--- src/rtl/sdram_init_pkg.sv ---
package sdram_init_pkg;

  localparam int WORD_W = 32;

  localparam logic [WORD_W-1:0] CODE_NOP = 32'h0000_0001;
  localparam logic [WORD_W-1:0] CODE_PRE = 32'h0000_0002;
  localparam logic [WORD_W-1:0] CODE_REF = 32'h0000_0003;
  localparam logic [WORD_W-1:0] CODE_MRS = 32'h0000_0004;

  localparam logic [WORD_W-1:0] MODE_CL2_W32 = 32'h0000_0040;
  localparam logic [WORD_W-1:0] MODE_CL3_W32 = 32'h0000_0060;

  typedef enum logic [2:0] {
    ST_IDLE,
    ST_SETUP,
    ST_NOP,
    ST_WAIT,
    ST_RESTORE,
    ST_DONE
  } seqState_t;

  // Strobes from control to datapath
  typedef struct packed {
    logic capture;   // latch configuration and mode data
    logic wrInit;    // write timing word with refresh suppressed
    logic wrFull;    // write unmodified timing word
    logic issueNop;  // send NOP and load the power-up wait
    logic issueList; // send current list entry and load the gap wait
  } seqStrb_t;

endpackage

--- src/rtl/sdram_init_dp.sv ---
module sdram_init_dp
  import sdram_init_pkg::*;
#(
  parameter int POWER_CYC   = 10000,
  parameter int GAP_CYC     = 4,
  parameter int NUM_REF     = 8,
  parameter int REFRESH_LSB = 12,
  parameter int WIDTH_BIT   = 9
) (
  input  logic              clk,
  input  logic              rstN,
  input  seqStrb_t          strb,
  input  logic [WORD_W-1:0] bankCfg,
  input  logic [WORD_W-1:0] timingCfg,
  input  logic [WORD_W-1:0] modeOverride,
  output logic              cntZero,
  output logic              lastCmd,
  output logic [WORD_W-1:0] cmdWord,
  output logic              cmdStrobe,
  output logic [WORD_W-1:0] timingReg,
  output logic              timingWrite
);

  localparam int LIST_LEN = NUM_REF + 2;
  localparam int IDX_W    = $clog2(LIST_LEN + 1);
  localparam int CNT_MAX  = (POWER_CYC > GAP_CYC) ? POWER_CYC : GAP_CYC;
  localparam int CNT_W    = $clog2(CNT_MAX + 1);
  localparam logic [WORD_W-1:0] REF_MASK = ~(WORD_W'(3) << REFRESH_LSB);
  localparam logic [CNT_W-1:0]  POWER_LOAD = CNT_W'(POWER_CYC - 1);
  localparam logic [CNT_W-1:0]  GAP_LOAD   = CNT_W'(GAP_CYC - 1);
  localparam logic [IDX_W-1:0]  LAST_IDX   = IDX_W'(LIST_LEN - 1);

  logic [WORD_W-1:0] timingQ;
  logic [WORD_W-1:0] modeQ;
  logic [WORD_W-1:0] modeCalc;
  logic [WORD_W-1:0] baseMode;
  logic [WORD_W-1:0] listCode;
  logic [CNT_W-1:0]  waitCnt;
  logic [IDX_W-1:0]  listIdx;

  // Mode data from CAS latency field and bus-width bit
  always_comb begin
    baseMode = (timingCfg[2:0] == 3'd2) ? MODE_CL2_W32 : MODE_CL3_W32;
    if (bankCfg[WIDTH_BIT]) begin
      baseMode = baseMode >> 1;
    end
    modeCalc = (modeOverride != '0) ? modeOverride : baseMode;
  end

  always_ff @(posedge clk or negedge rstN) begin
    if (!rstN) begin
      timingQ <= '0;
      modeQ   <= '0;
    end else if (strb.capture) begin
      timingQ <= timingCfg;
      modeQ   <= modeCalc;
    end
  end

  // Delay counter shared by the power-up wait and the list gap
  always_ff @(posedge clk or negedge rstN) begin
    if (!rstN) begin
      waitCnt <= '0;
    end else if (strb.issueNop) begin
      waitCnt <= POWER_LOAD;
    end else if (strb.issueList) begin
      waitCnt <= GAP_LOAD;
    end else if (waitCnt != '0) begin
      waitCnt <= waitCnt - 1'b1;
    end
  end

  always_ff @(posedge clk or negedge rstN) begin
    if (!rstN) begin
      listIdx <= '0;
    end else if (strb.issueNop) begin
      listIdx <= '0;
    end else if (strb.issueList && (listIdx != LAST_IDX)) begin
      listIdx <= listIdx + 1'b1;
    end
  end

  assign cntZero = (waitCnt == '0);
  assign lastCmd = (listIdx == LAST_IDX);

  always_comb begin
    if (listIdx == '0) begin
      listCode = CODE_PRE;
    end else if (lastCmd) begin
      listCode = CODE_MRS;
    end else begin
      listCode = CODE_REF;
    end
  end

  // Registered command port
  always_ff @(posedge clk or negedge rstN) begin
    if (!rstN) begin
      cmdWord   <= '0;
      cmdStrobe <= 1'b0;
    end else begin
      cmdStrobe <= strb.issueNop | strb.issueList;
      if (strb.issueNop) begin
        cmdWord <= CODE_NOP;
      end else if (strb.issueList) begin
        cmdWord <= listCode | modeQ;
      end
    end
  end

  // Registered timing port
  always_ff @(posedge clk or negedge rstN) begin
    if (!rstN) begin
      timingReg   <= '0;
      timingWrite <= 1'b0;
    end else begin
      timingWrite <= strb.wrInit | strb.wrFull;
      if (strb.wrInit) begin
        timingReg <= timingQ & REF_MASK;
      end else if (strb.wrFull) begin
        timingReg <= timingQ;
      end
    end
  end


  gap_respect_chk: assert property (@(posedge clk) disable iff (!rstN)
    (waitCnt != '0) |-> !strb.issueList);


  strobe_single_chk: assert property (@(posedge clk) disable iff (!rstN)
    cmdStrobe |=> !cmdStrobe);


  timing_single_chk: assert property (@(posedge clk) disable iff (!rstN)
    timingWrite |=> !timingWrite);


  nop_first_chk: assert property (@(posedge clk) disable iff (!rstN)
    strb.issueNop |=> (cmdWord == CODE_NOP));

endmodule

--- src/rtl/sdram_init_ctrl.sv ---
module sdram_init_ctrl
  import sdram_init_pkg::*;
(
  input  logic     clk,
  input  logic     rstN,
  input  logic     startPulse,
  input  logic     cntZero,
  input  logic     lastCmd,
  output seqStrb_t strb,
  output logic     initDone
);

  seqState_t state;
  seqState_t stateNxt;

  always_comb begin
    stateNxt = state;
    strb     = '0;
    unique case (state)
      ST_IDLE: begin
        if (startPulse) begin
          strb.capture = 1'b1;
          stateNxt     = ST_SETUP;
        end
      end
      ST_SETUP: begin
        strb.wrInit = 1'b1;
        stateNxt    = ST_NOP;
      end
      ST_NOP: begin
        strb.issueNop = 1'b1;
        stateNxt      = ST_WAIT;
      end
      ST_WAIT: begin
        if (cntZero) begin
          strb.issueList = 1'b1;
          if (lastCmd) begin
            stateNxt = ST_RESTORE;
          end
        end
      end
      ST_RESTORE: begin
        strb.wrFull = 1'b1;
        stateNxt    = ST_DONE;
      end
      ST_DONE: begin
        stateNxt = ST_DONE;
      end
      default: begin
        stateNxt = ST_IDLE;
      end
    endcase
  end

  always_ff @(posedge clk or negedge rstN) begin
    if (!rstN) begin
      state <= ST_IDLE;
    end else begin
      state <= stateNxt;
    end
  end

  assign initDone = (state == ST_DONE);


  done_sticky_chk: assert property (@(posedge clk) disable iff (!rstN)
    initDone |=> initDone);


  no_restart_chk: assert property (@(posedge clk) disable iff (!rstN)
    (state != ST_IDLE) |=> (state != ST_IDLE));


  quiet_after_done_chk: assert property (@(posedge clk) disable iff (!rstN)
    initDone |-> !(strb.issueNop || strb.issueList || strb.wrInit));

endmodule

--- src/rtl/sdram_init_seq.sv ---
module sdram_init_seq
  import sdram_init_pkg::*;
#(
  parameter int CLK_KHZ     = 50000,
  parameter int NUM_REF     = 8,
  parameter int REFRESH_LSB = 12,
  parameter int WIDTH_BIT   = 9
) (
  input  logic        clk,
  input  logic        rstN,
  input  logic        startPulse,
  input  logic [31:0] bankCfg,
  input  logic [31:0] timingCfg,
  input  logic [31:0] modeOverride,
  output logic [31:0] cmdWord,
  output logic        cmdStrobe,
  output logic [31:0] timingReg,
  output logic        timingWrite,
  output logic        initDone
);

  localparam int POWER_CYC = (200 * CLK_KHZ + 999) / 1000;
  localparam int GAP_RAW   = (80 * CLK_KHZ + 999999) / 1000000;
  localparam int GAP_CYC   = (GAP_RAW < 2) ? 2 : GAP_RAW;

  seqStrb_t strb;
  logic     cntZero;
  logic     lastCmd;

  sdram_init_ctrl u_ctrl (
    .clk       (clk),
    .rstN      (rstN),
    .startPulse(startPulse),
    .cntZero   (cntZero),
    .lastCmd   (lastCmd),
    .strb      (strb),
    .initDone  (initDone)
  );

  sdram_init_dp #(
    .POWER_CYC  (POWER_CYC),
    .GAP_CYC    (GAP_CYC),
    .NUM_REF    (NUM_REF),
    .REFRESH_LSB(REFRESH_LSB),
    .WIDTH_BIT  (WIDTH_BIT)
  ) u_dp (
    .clk         (clk),
    .rstN        (rstN),
    .strb        (strb),
    .bankCfg     (bankCfg),
    .timingCfg   (timingCfg),
    .modeOverride(modeOverride),
    .cntZero     (cntZero),
    .lastCmd     (lastCmd),
    .cmdWord     (cmdWord),
    .cmdStrobe   (cmdStrobe),
    .timingReg   (timingReg),
    .timingWrite (timingWrite)
  );

endmodule

--- config.mk ---
export PLATFORM = sky130hd
export DESIGN_NAME = sdram_init_seq
export DESIGN_NICKNAME = d
export VERILOG_FILES = /design/src/rtl/sdram_init_pkg.sv /design/src/rtl/sdram_init_dp.sv /design/src/rtl/sdram_init_ctrl.sv /design/src/rtl/sdram_init_seq.sv
export SDC_FILE = /design/constraint.sdc
export NUM_CORES = 1
export LEC_CHECK = 0
export ABC_AREA = 1
export CAP_MARGIN = 15
export CELL_PAD_IN_SITES_DETAIL_PLACEMENT = 2
export CELL_PAD_IN_SITES_GLOBAL_PLACEMENT = 2
export CORE_ASPECT_RATIO = 1.4
export CORE_MARGIN = 8
export CORE_UTILIZATION = 30
export CTS_BUF_LIST = sky130_fd_sc_hd__clkbuf_4
export DETAILED_ROUTE_END_ITERATION = 7
export PLACE_DENSITY = 0.94
export SLEW_MARGIN = 20
export SYNTH_ARGS = -nofsm -noshare
export SYNTH_HDL_FRONTEND = slang
export SYNTH_SLANG_ARGS = --single-unit
--- constraint.sdc ---
create_clock -name clk -period 5 [get_ports clk]
set_input_delay 0.75 -clock clk [delete_from_list [all_inputs] [get_ports clk]]
set_output_delay 0.75 -clock clk [all_outputs]
set_load 0.1 [all_outputs]
==> results of run 1 <==
==> layer usage <==
metal	track usage	wire, µm	vias up
met2	0.291	11100	89
li1	-	-	2415
met4	0.0654	468	0
met5	0	0	-
met1	0.154	7420	2620
met3	0.0440	919	23
==> worst max-delay path, cell delays in order, from the launching register on <==
cell,delay [ns]
dfrtp_1,0.47
inv_2,0.08
nor3_1,0.21
clkdlybuf4s50_1,1.21
==> state kept, by name, summed over array words and instances, names as in the netlist <==
| signal | flops |
|---|---|
| u_dp.timingWrite | 1 |
| u_dp.listIdx | 4 |
| u_dp.modeQ | 32 |
| u_dp.cmdWord | 32 |
| u_dp.timingReg | 32 |
| u_dp.timingQ | 32 |
| u_ctrl.state | 3 |
| u_dp.cmdStrobe | 1 |
| u_dp.waitCnt | 14 |
==> path summary, 6_finish.rpt <==
check                                                  start                              to  slack, ns
worst min register to register  u_dp.timingQ[14]$_DFFE_PN0P_    u_dp.timingQ[14]$_DFFE_PN0P_       0.49
max in group asynchronous                               rstN  u_dp.timingReg[29]$_DFFE_PN0P_       3.76
worst max-delay path             u_ctrl.state[2]$_DFFE_PN0P_                        initDone       1.75
worst min-delay path                                    rstN      u_dp.modeQ[26]$_DFFE_PN0P_       0.14
min in group clk                u_dp.timingQ[14]$_DFFE_PN0P_    u_dp.timingQ[14]$_DFFE_PN0P_       0.49
worst max register to register   u_dp.waitCnt[0]$_DFFE_PN0P_    u_dp.cmdWord[29]$_DFFE_PN0P_       2.41
==> layout by cell type, fill, tap and decap left out, types with 4 or more instances in the layout <==
cell,instances
ha_1,4
nor2_1,51
inv_2,8
dfrtp_1,151
buf_4,6
nand3_1,40
diode_2,4
a21oi_1,9
inv_1,35
o21ai_0,16
o21ai_1,12
clkdlybuf4s50_1,133
nand2_1,274
mux2_1,29
clkbuf_4,18
xor2_1,4
==> metrics by stage <==
step                      utilization  total power, mW  hold slack (ns)
after CTS                       0.395             5.00            0.118
after floorplan                     -             3.55            0.443
after global placement          0.383             4.10            0.454
after detailed placement        0.383             4.22            0.465
final                           0.396             4.91            0.144
after global routing            0.396             5.21            0.119
==> cell families (layout without fill, tap and decap cells) <==
logic type,Yosys count,after routing,synth area share
simple gates,383,383,0.248
xor+xnor,4,4,0.00557
compound gates,42,42,0.0362
flops,151,151,0.601
fa+ha+maj,4,4,0.00795
other cells,0,4,0
buf+inv,70,214,0.0481
mux,30,30,0.0537
==> cells in the mapped netlist (3+ instances only) <==
| cell type | instances |
|---|---|
| buf_2 | 14 |
| o21ai_0 | 16 |
| ha_1 | 4 |
| xor2_1 | 4 |
| a21oi_1 | 9 |
| nand2_1 | 274 |
| inv_1 | 35 |
| inv_2 | 8 |
| mux2_1 | 29 |
| o21ai_1 | 12 |
| buf_4 | 4 |
| clkbuf_1 | 8 |
| nor2_1 | 51 |
| nand3_1 | 41 |
| dfrtp_1 | 151 |
| nor2_2 | 3 |
==> power by group through the flow <==
stage / logic [mW] / registers, mW / clock network, mW
2_1_floorplan: 0.816 / 2.73 / 0
3_3_place_gp: 2.24 / 1.85 / 0
3_5_place_dp: 2.33 / 1.89 / 0
4_1_cts: 2.35 / 1.87 / 0.778
5_1_grt: 2.47 / 1.92 / 0.821
6_report: 2.31 / 1.87 / 0.741
==> cell type report <==
cell class                 count  area (µm²)  share of cell area
sequential                   151        3780               0.464
timing repair buffer         140        1390               0.170
multi-input combinational    463        2220               0.272
clock inverter                13         131              0.0161
inverter                      43         161              0.0198
tap                          256         320              0.0393
antenna                        4        10.0             0.00123
clock buffer                  18         135              0.0166
==> impl_metrics.tcl, run 1 <==
set metrics [dict create \
    status "finished clean" \
    root_buffer "clkbuf_4" \
    ys_top_cells_by_area "dfrtp_1 60%, nand2_1 16%, mux2_1 5.2%, nand3_1 3.3%, nor2_1 3.0%" \
    ctsHtreeMaxLevel 4 \
    grt_setup_unrepaired "no" \
    dieArea_um2 25900 \
    num_vias 5147 \
    max_clock_freq_mhz 307 \
    grt_pass1_wl_um 32200 \
    setup_tns_ns 0 \
    cts_buffers 17 \
    avgViaCountPerCell 4.73 \
    synth.distinct_cells 33 \
    wl_per_cell_um 18.3 \
    drive_above_1_share 0.0688 \
    switchingPower_mw 2.38 \
    routed_wirelength_um 19900 \
    setup_viol 0 \
    antenna_found_initial 2 \
    ir_drop_uv 406 \
    pre_cts_ws_ns 2.32 \
    fp.dieW_um 138 \
    cap_violations 0 \
    worstRegToRegCells 9 \
    hp-class "in -> async" \
    power.share.sequential 0.380 \
    finalMaxSlewViolations 0 \
    pwr-share-clk 0.151 \
    design_area_um2 8140 \
    final_cell_count_no_fill 1088 \
    p_leak_nw 3.99 \
    synth_top_area_frac 0.601 \
    clock_latency_ns 0.53 \
    dp_cells 1053 \
    fin_crit_sh 0.651 \
    tightest_slew_ns 1.07 \
    fin_worst_skew_ns 0.0198 \
    clkTransAtPathRegs_ns 0.14 \
    core_area_um2 20600 \
    die_h_um 187 \
    dpl.hpwl_um 14400 \
    syn_area_um2 6290 \
    yosys.area.top_type "dfrtp_1" \
    yosysSeqAreaShare 0.601 \
    crit_type "reg -> out" \
    cts_tree "built" \
    cts_buffer_depth 2 \
    track_usage 0.155 \
    power.internal_mw 2.54 \
    p_per_area_nw_per_um2 604 \
    io_pins 166 \
    ctsResizeCount 0 \
    cp-end-kind "primary output" \
    combPwrFrac 0.469 \
    synth_top_flop_cell "dfrtp_1" \
    ctsHoldBuffers 0 \
    critical_path_required_ns 4.25 \
    relSlewSlack 0.284 \
    portBuffers 134 \
    yosysWarnings 0 \
    cp_max_fo 4 \
    drtIter0Drc 181 \
    finalHoldViolCount 0 \
    synth-seq-cells 151 \
    switching_share 0.484 \
    dr.pass1.iters 4 \
    gp_congestion 0.765 \
    synth_edf_count 0 \
    start_kind "register" \
    fin_crit_ns 3.25 \
    grt_max_degree 60 \
    rows 62 \
    syn_to_final_growth_pct 29.4 \
    post_cts_buffers 0 \
    ant_nets 0 \
    grt-ovfl-total 0 \
    grt_pass1_vias 6064 \
    synth_cells 684 \
    layout.nets 919 \
    layout_setup_ws_ns 1.75 \
    async_flop_share 1.00 \
    initial_core_util 0.306 \
    drc 0 \
    synthesis.nets 787 \
    placed_cell_area_um2 7860 \
    crit_arrival_ns 2.50 \
    clock-sinks 151 \
    syn_area_per_cell_um2 9.20 \
    fillers 2240 \
]
No activity file was read; power rests on OpenSTA's default activity.
==> run 2, diff against run 1 <==
- clock period: 5 -> 3.3 ns (I/O delays scaled with it)
==> run 2 against run 1 <==
Net effect:
- worst hold slack better by 0.30 ns
- non-clock buffer count is 3 higher
- critical path depth is 2 lower
- combinational power is 52% higher
- sequential share of layout area is 0.064 points lower
- count of clock-buffer cells in the layout stayed put
- die area stayed put
- utilization is 0.055 points higher
- clock power is 55% higher
- final cell count is 0.18% higher
==> impl_metrics.tcl, run 2 (synthesized netlist as in run 1, its figures left out) <==
set metrics [dict create \
    mostFrequentLayoutCells "274 x nand2_1, 151 x dfrtp_1, 117 x clkdlybuf4s50_1" \
    critical_path_required_ns 2.80 \
    grt_pass1_vias 6004 \
    num_vias 5129 \
    crit_arrival_ns 2.12 \
    setup_tns_ns 0 \
    dp_cells 1055 \
    slowest_stage "clkdlybuf4s50_1" \
    fillers 2254 \
    syn_to_final_growth_pct 29.5 \
    drtIter0Drc 161 \
    dieArea_um2 25900 \
    root_buffer "clkbuf_4" \
    worstRegToRegCells 9 \
    cp_max_fo 2 \
    grt_pass1_wl_um 32300 \
    clock_latency_ns 0.56 \
    path_buf_inv 1 \
    ctsHtreeMaxLevel 4 \
    relSlewSlack 0.322 \
    fin_worst_skew_ns 0.0218 \
    grt-ovfl-total 0 \
    crit_type "reg -> out" \
    wl_per_cell_um 18.0 \
    core_area_um2 20600 \
    cap_violations 0 \
    cts_buffers 17 \
    status "finished clean" \
    routed_wirelength_um 19700 \
    drc 0 \
    finalHoldViolCount 0 \
    finalMaxSlewViolations 0 \
    tightest_slew_ns 1.01 \
    final_cell_count_no_fill 1090 \
    clkTransAtPathRegs_ns 0.15 \
    cp-end-kind "primary output" \
    grt_max_degree 66 \
    dpl.hpwl_um 14100 \
    crit_chain "clkdlybuf4s50_1" \
    grt_setup_unrepaired "no" \
    max_stage_delay_ns 1.17 \
    io_pins 166 \
    ant_nets 0 \
    portBuffers 134 \
    layout.nets 922 \
    dr.pass1.iters 4 \
    p_leak_nw 4.03 \
    ctsResizeCount 0 \
    drive_above_1_share 0.0938 \
    setup_viol 0 \
    start_kind "register" \
    fin_crit_ns 2.61 \
    avgViaCountPerCell 4.71 \
    fin_crit_sh 0.792 \
    antenna_found_initial 2 \
    die_h_um 187 \
    crit_family "buffers and inverters" \
    p_per_area_nw_per_um2 918 \
    seq_area_um2 3780 \
    final_common_cell "nand2_1" \
    track_usage 0.155 \
    fp.dieW_um 138 \
    cts_tree "built" \
    hp-class "in -> reg" \
    cts_buffer_depth 2 \
    max_clock_freq_mhz 383 \
    worstHoldPathCells 3 \
    rows 62 \
    path_depth 1 \
    clock-sinks 151 \
    ir_drop_uv 620 \
    initial_core_util 0.306 \
    multi_input_area_um2 2220 \
    gp_congestion 0.782 \
]
[run 2: repair_timing]
action | in CTS | in global routing
hold buffers | 1 | 0
hold endpoints to repair | 63 | 0
setup buffers | 0 | 0
[run 2: cell type report]
cell class,instances,share of cell area
diodes,2,0.000614
clock buffers,18,0.0166
clock inverters,14,0.0169
inverters,43,0.0198
multi-input cells,463,0.272
flip-flops and latches,151,0.464
well taps,256,0.0393
repair buffers,143,0.171
[run 2: path summary, 6_finish.rpt]
kind | from | end | slack, ns
min reg2reg | u_dp.cmdWord[8]$_DFFE_PN0P_ | u_dp.cmdWord[8]$_DFFE_PN0P_ | 0.49
min | timingCfg[17] | u_dp.timingQ[17]$_DFFE_PN0P_ | 0.45
max in group asynchronous | rstN | u_dp.modeQ[27]$_DFFE_PN0P_ | 1.92
min in group asynchronous | rstN | u_dp.timingReg[1]$_DFFE_PN0P_ | 0.46
max | u_dp.cmdWord[25]$_DFFE_PN0P_ | cmdWord[25] | 0.69
max reg2reg | u_dp.waitCnt[0]$_DFFE_PN0P_ | u_dp.waitCnt[2]$_DFFE_PN0P_ | 0.95
[run 2: stage by stage]
step | power [mW] | instance area [µm²] | hold WS [ns] | utilization | worst slack, ns
finish | 7.49 | 8150 | 0.449 | 0.397 | 0.686
global route | 7.94 | 8150 | 0.400 | 0.397 | 0.581
CTS | 7.61 | 8150 | 0.388 | 0.396 | 0.624
detailed placement | 6.41 | 7860 | 0.461 | 0.383 | 0.944
floorplan | 5.37 | 6290 | 0.199 | - | 0.264
global placement | 6.22 | 7860 | 0.456 | 0.383 | 1.04
[run 2: routing by layer]
metal,GRT usage,wire length [µm],part of all wire,up-vias
met5,0,0,0,-
met4,0.0608,434,0.022,0
met3,0.0440,837,0.043,26
met2,0.289,10900,0.55,94
met1,0.159,7490,0.38,2599
li1,-,-,-,2410
[run 2: where the power goes]
group / internal [mW] / switching, mW
registers: 2.47 / 0.360
clock network: 0.400 / 0.747
logic: 0.928 / 2.58
==> run 3, diff against run 2 <==
- CORE_UTILIZATION: 30 -> 27
- PLACE_DENSITY: 0.94 -> 0.9
- clock period: 3.3 -> 2.4 ns (I/O delays scaled with it)
==> run 3 against run 2 <==
Net effect:
- register-to-register slack got worse by 0.61 ns
- worst hold slack got worse by 0.14 ns
- setup slack got worse by 0.36 ns
- sequential share of layout area decreased by 0.099 points
- critical path depth increased by 2
==> impl_metrics.tcl, run 3 (synthesized netlist as in run 1, its figures left out) <==
set metrics [dict create \
    status "finished clean" \
    crit_type "reg -> out" \
    dp_cells 1112 \
    layout.nets 929 \
    r2r_start "u_dp.waitCnt[0]$_DFFE_PN0P_" \
    fin_util 0.355 \
    max_clock_freq_mhz 482 \
    num_vias 5161 \
    post_cts_buffers 0 \
    crit_chain "inv_2 > nor3_2 > buf_4" \
    seq_area_um2 3780 \
    finalMaxSlewViolations 0 \
    switching_share 0.481 \
    crit_arrival_ns 1.71 \
    drc 0 \
    clkTransAtPathRegs_ns 0.13 \
    final_cell_count_no_fill 1146 \
    drtIter0Drc 177 \
    relSlewSlack 0.519 \
    ctsHtreeMaxLevel 4 \
    drive_above_1_share 0.160 \
    combPwrFrac 0.463 \
    setup_tns_ns 0 \
    io_pins 166 \
    fin_worst_skew_ns 0.00828 \
    tightest_slew_ns 0.720 \
    wl_per_cell_um 17.0 \
    cts_tree "built" \
    portBuffers 134 \
    gp_congestion 0.776 \
    slowest_stage "dfrtp_1" \
    root_buffer "clkbuf_4" \
    p_per_area_nw_per_um2 1260 \
    fp.dieW_um 145 \
    switchingPower_mw 4.96 \
    fin_crit_ns 2.07 \
    routed_wirelength_um 19500 \
    cts_buffer_depth 2 \
    mostFrequentLayoutCells "274 x nand2_1, 151 x dfrtp_1, 79 x buf_4" \
    ir_drop_uv 883 \
    cp_max_fo 4 \
    dpl.hpwl_um 14500 \
    hp-class "in -> async" \
    grt_max_degree 59 \
    grt-ovfl-total 0 \
    power.share.sequential 0.378 \
    ff2ff_setup_slack_ns 0.34 \
    p_total_mw 10.3 \
    start_kind "register" \
    critical_path.endpoint "initDone" \
    setup_viol 0 \
    rows 66 \
    initial_core_util 0.273 \
    worstRegToRegCells 9 \
    fillers 2536 \
    antenna_found_initial 1 \
    dr.pass1.iters 4 \
    pwr-share-clk 0.159 \
    dieArea_um2 28500 \
    max_stage_delay_ns 0.47 \
    core_area_um2 23000 \
    multi_input_area_um2 2220 \
    clock_latency_ns 0.57 \
    grt_pass1_vias 5921 \
    clock-sinks 151 \
    final_common_cell "nand2_1" \
    syn_to_final_growth_pct 29.8 \
    grt_pass1_wl_um 31900 \
    p_leak_nw 4.16 \
    reg2reg_to "u_dp.cmdWord[26]$_DFFE_PN0P_" \
    avgViaCountPerCell 4.50 \
    track_usage 0.142 \
    fin_crit_sh 0.864 \
    ant_nets 0 \
    cts_buffers 17 \
    power.internal_mw 5.34 \
    finalHoldViolCount 0 \
    critical_path_required_ns 2.04 \
    critical_path.startpoint "u_ctrl.state[2]$_DFFE_PN0P_" \
    grt_setup_unrepaired "no" \
    cp-end-kind "primary output" \
    die_h_um 197 \
    cap_violations 0 \
]
## run 3: changes by cell type in the layout (fill, tap and decap cells not counted), moves of 2 or more
cell	delta
buf_4	+57
clkdlybuf4s50_1	-51
inv_6	-5
clkinv_1	+3
clkinv_2	+3
bufinv_16	+2
## run 3: cell type report
| cell class | count | share of cell area |
|---|---|---|
| Tap cell | 306 | 0.0469 |
| Timing Repair Buffer | 150 | 0.163 |
| Inverter | 43 | 0.0198 |
| Sequential cell | 151 | 0.463 |
| Antenna cell | 1 | 0.000306 |
| Clock buffer | 17 | 0.0156 |
| Multi-Input combinational cell | 463 | 0.272 |
| Clock inverter | 15 | 0.0196 |
## run 3: worst min path at each step
stage,start,end,slack (ns),cells after the start
2_1_floorplan,rstN,u_ctrl.state[0]$_DFFE_PN0P_,0.06,0
6_report,rstN,u_dp.timingReg[8]$_DFFE_PN0P_,0.31,2
4_1_cts,timingCfg[15],u_dp.timingQ[15]$_DFFE_PN0P_,0.25,3
3_3_place_gp,rstN,u_dp.timingQ[8]$_DFFE_PN0P_,0.36,1
3_5_place_dp,rstN,u_dp.timingQ[8]$_DFFE_PN0P_,0.37,1
5_1_grt,timingCfg[17],u_dp.timingQ[17]$_DFFE_PN0P_,0.28,3
## run 3: power by group through the flow
stage | clock (mW) | sequential, mW | combinational (mW)
2_1_floorplan | 0 | 5.69 | 1.70
3_3_place_gp | 0 | 3.88 | 4.68
3_5_place_dp | 0 | 3.96 | 4.84
4_1_cts | 1.73 | 3.91 | 4.86
5_1_grt | 1.80 | 4.00 | 5.15
6_report | 1.64 | 3.89 | 4.76
## run 3: timing repair
| item | in CTS | in global routing |
|---|---|---|
| hold endpoints to repair | 53 | 0 |
| endpoints found under the setup margin | 0 | 0 |
| gates resized for setup | 0 | 0 |
| hold buffers | 1 | 0 |
## run 3: critical path: cells and delay by family (launching register included)
family,cells,cell delay [ns]
AND/OR/NAND/NOR,1,0.24
buffers and inverters,2,0.43
flip-flops,1,0.47
## run 3: per-stage QoR
step / area, µm² / hold WS [ns] / setup slack (ns)
after detailed placement: 7870 / 0.367 / 0.223
after global placement: 7870 / 0.357 / 0.380
after CTS: 8170 / 0.255 / 0.261
final: 8170 / 0.311 / 0.327
after global routing: 8170 / 0.284 / 0.148
after floorplan: 6300 / 0.0644 / 0.356
## run 3: routing by layer
layer  wire, µm  GRT usage  vias up
met4        465     0.0563        0
li1           -          -     2433
met5          0          0        -
met3        958     0.0448       25
met2      10600      0.262       89
met1       7560      0.147     2614
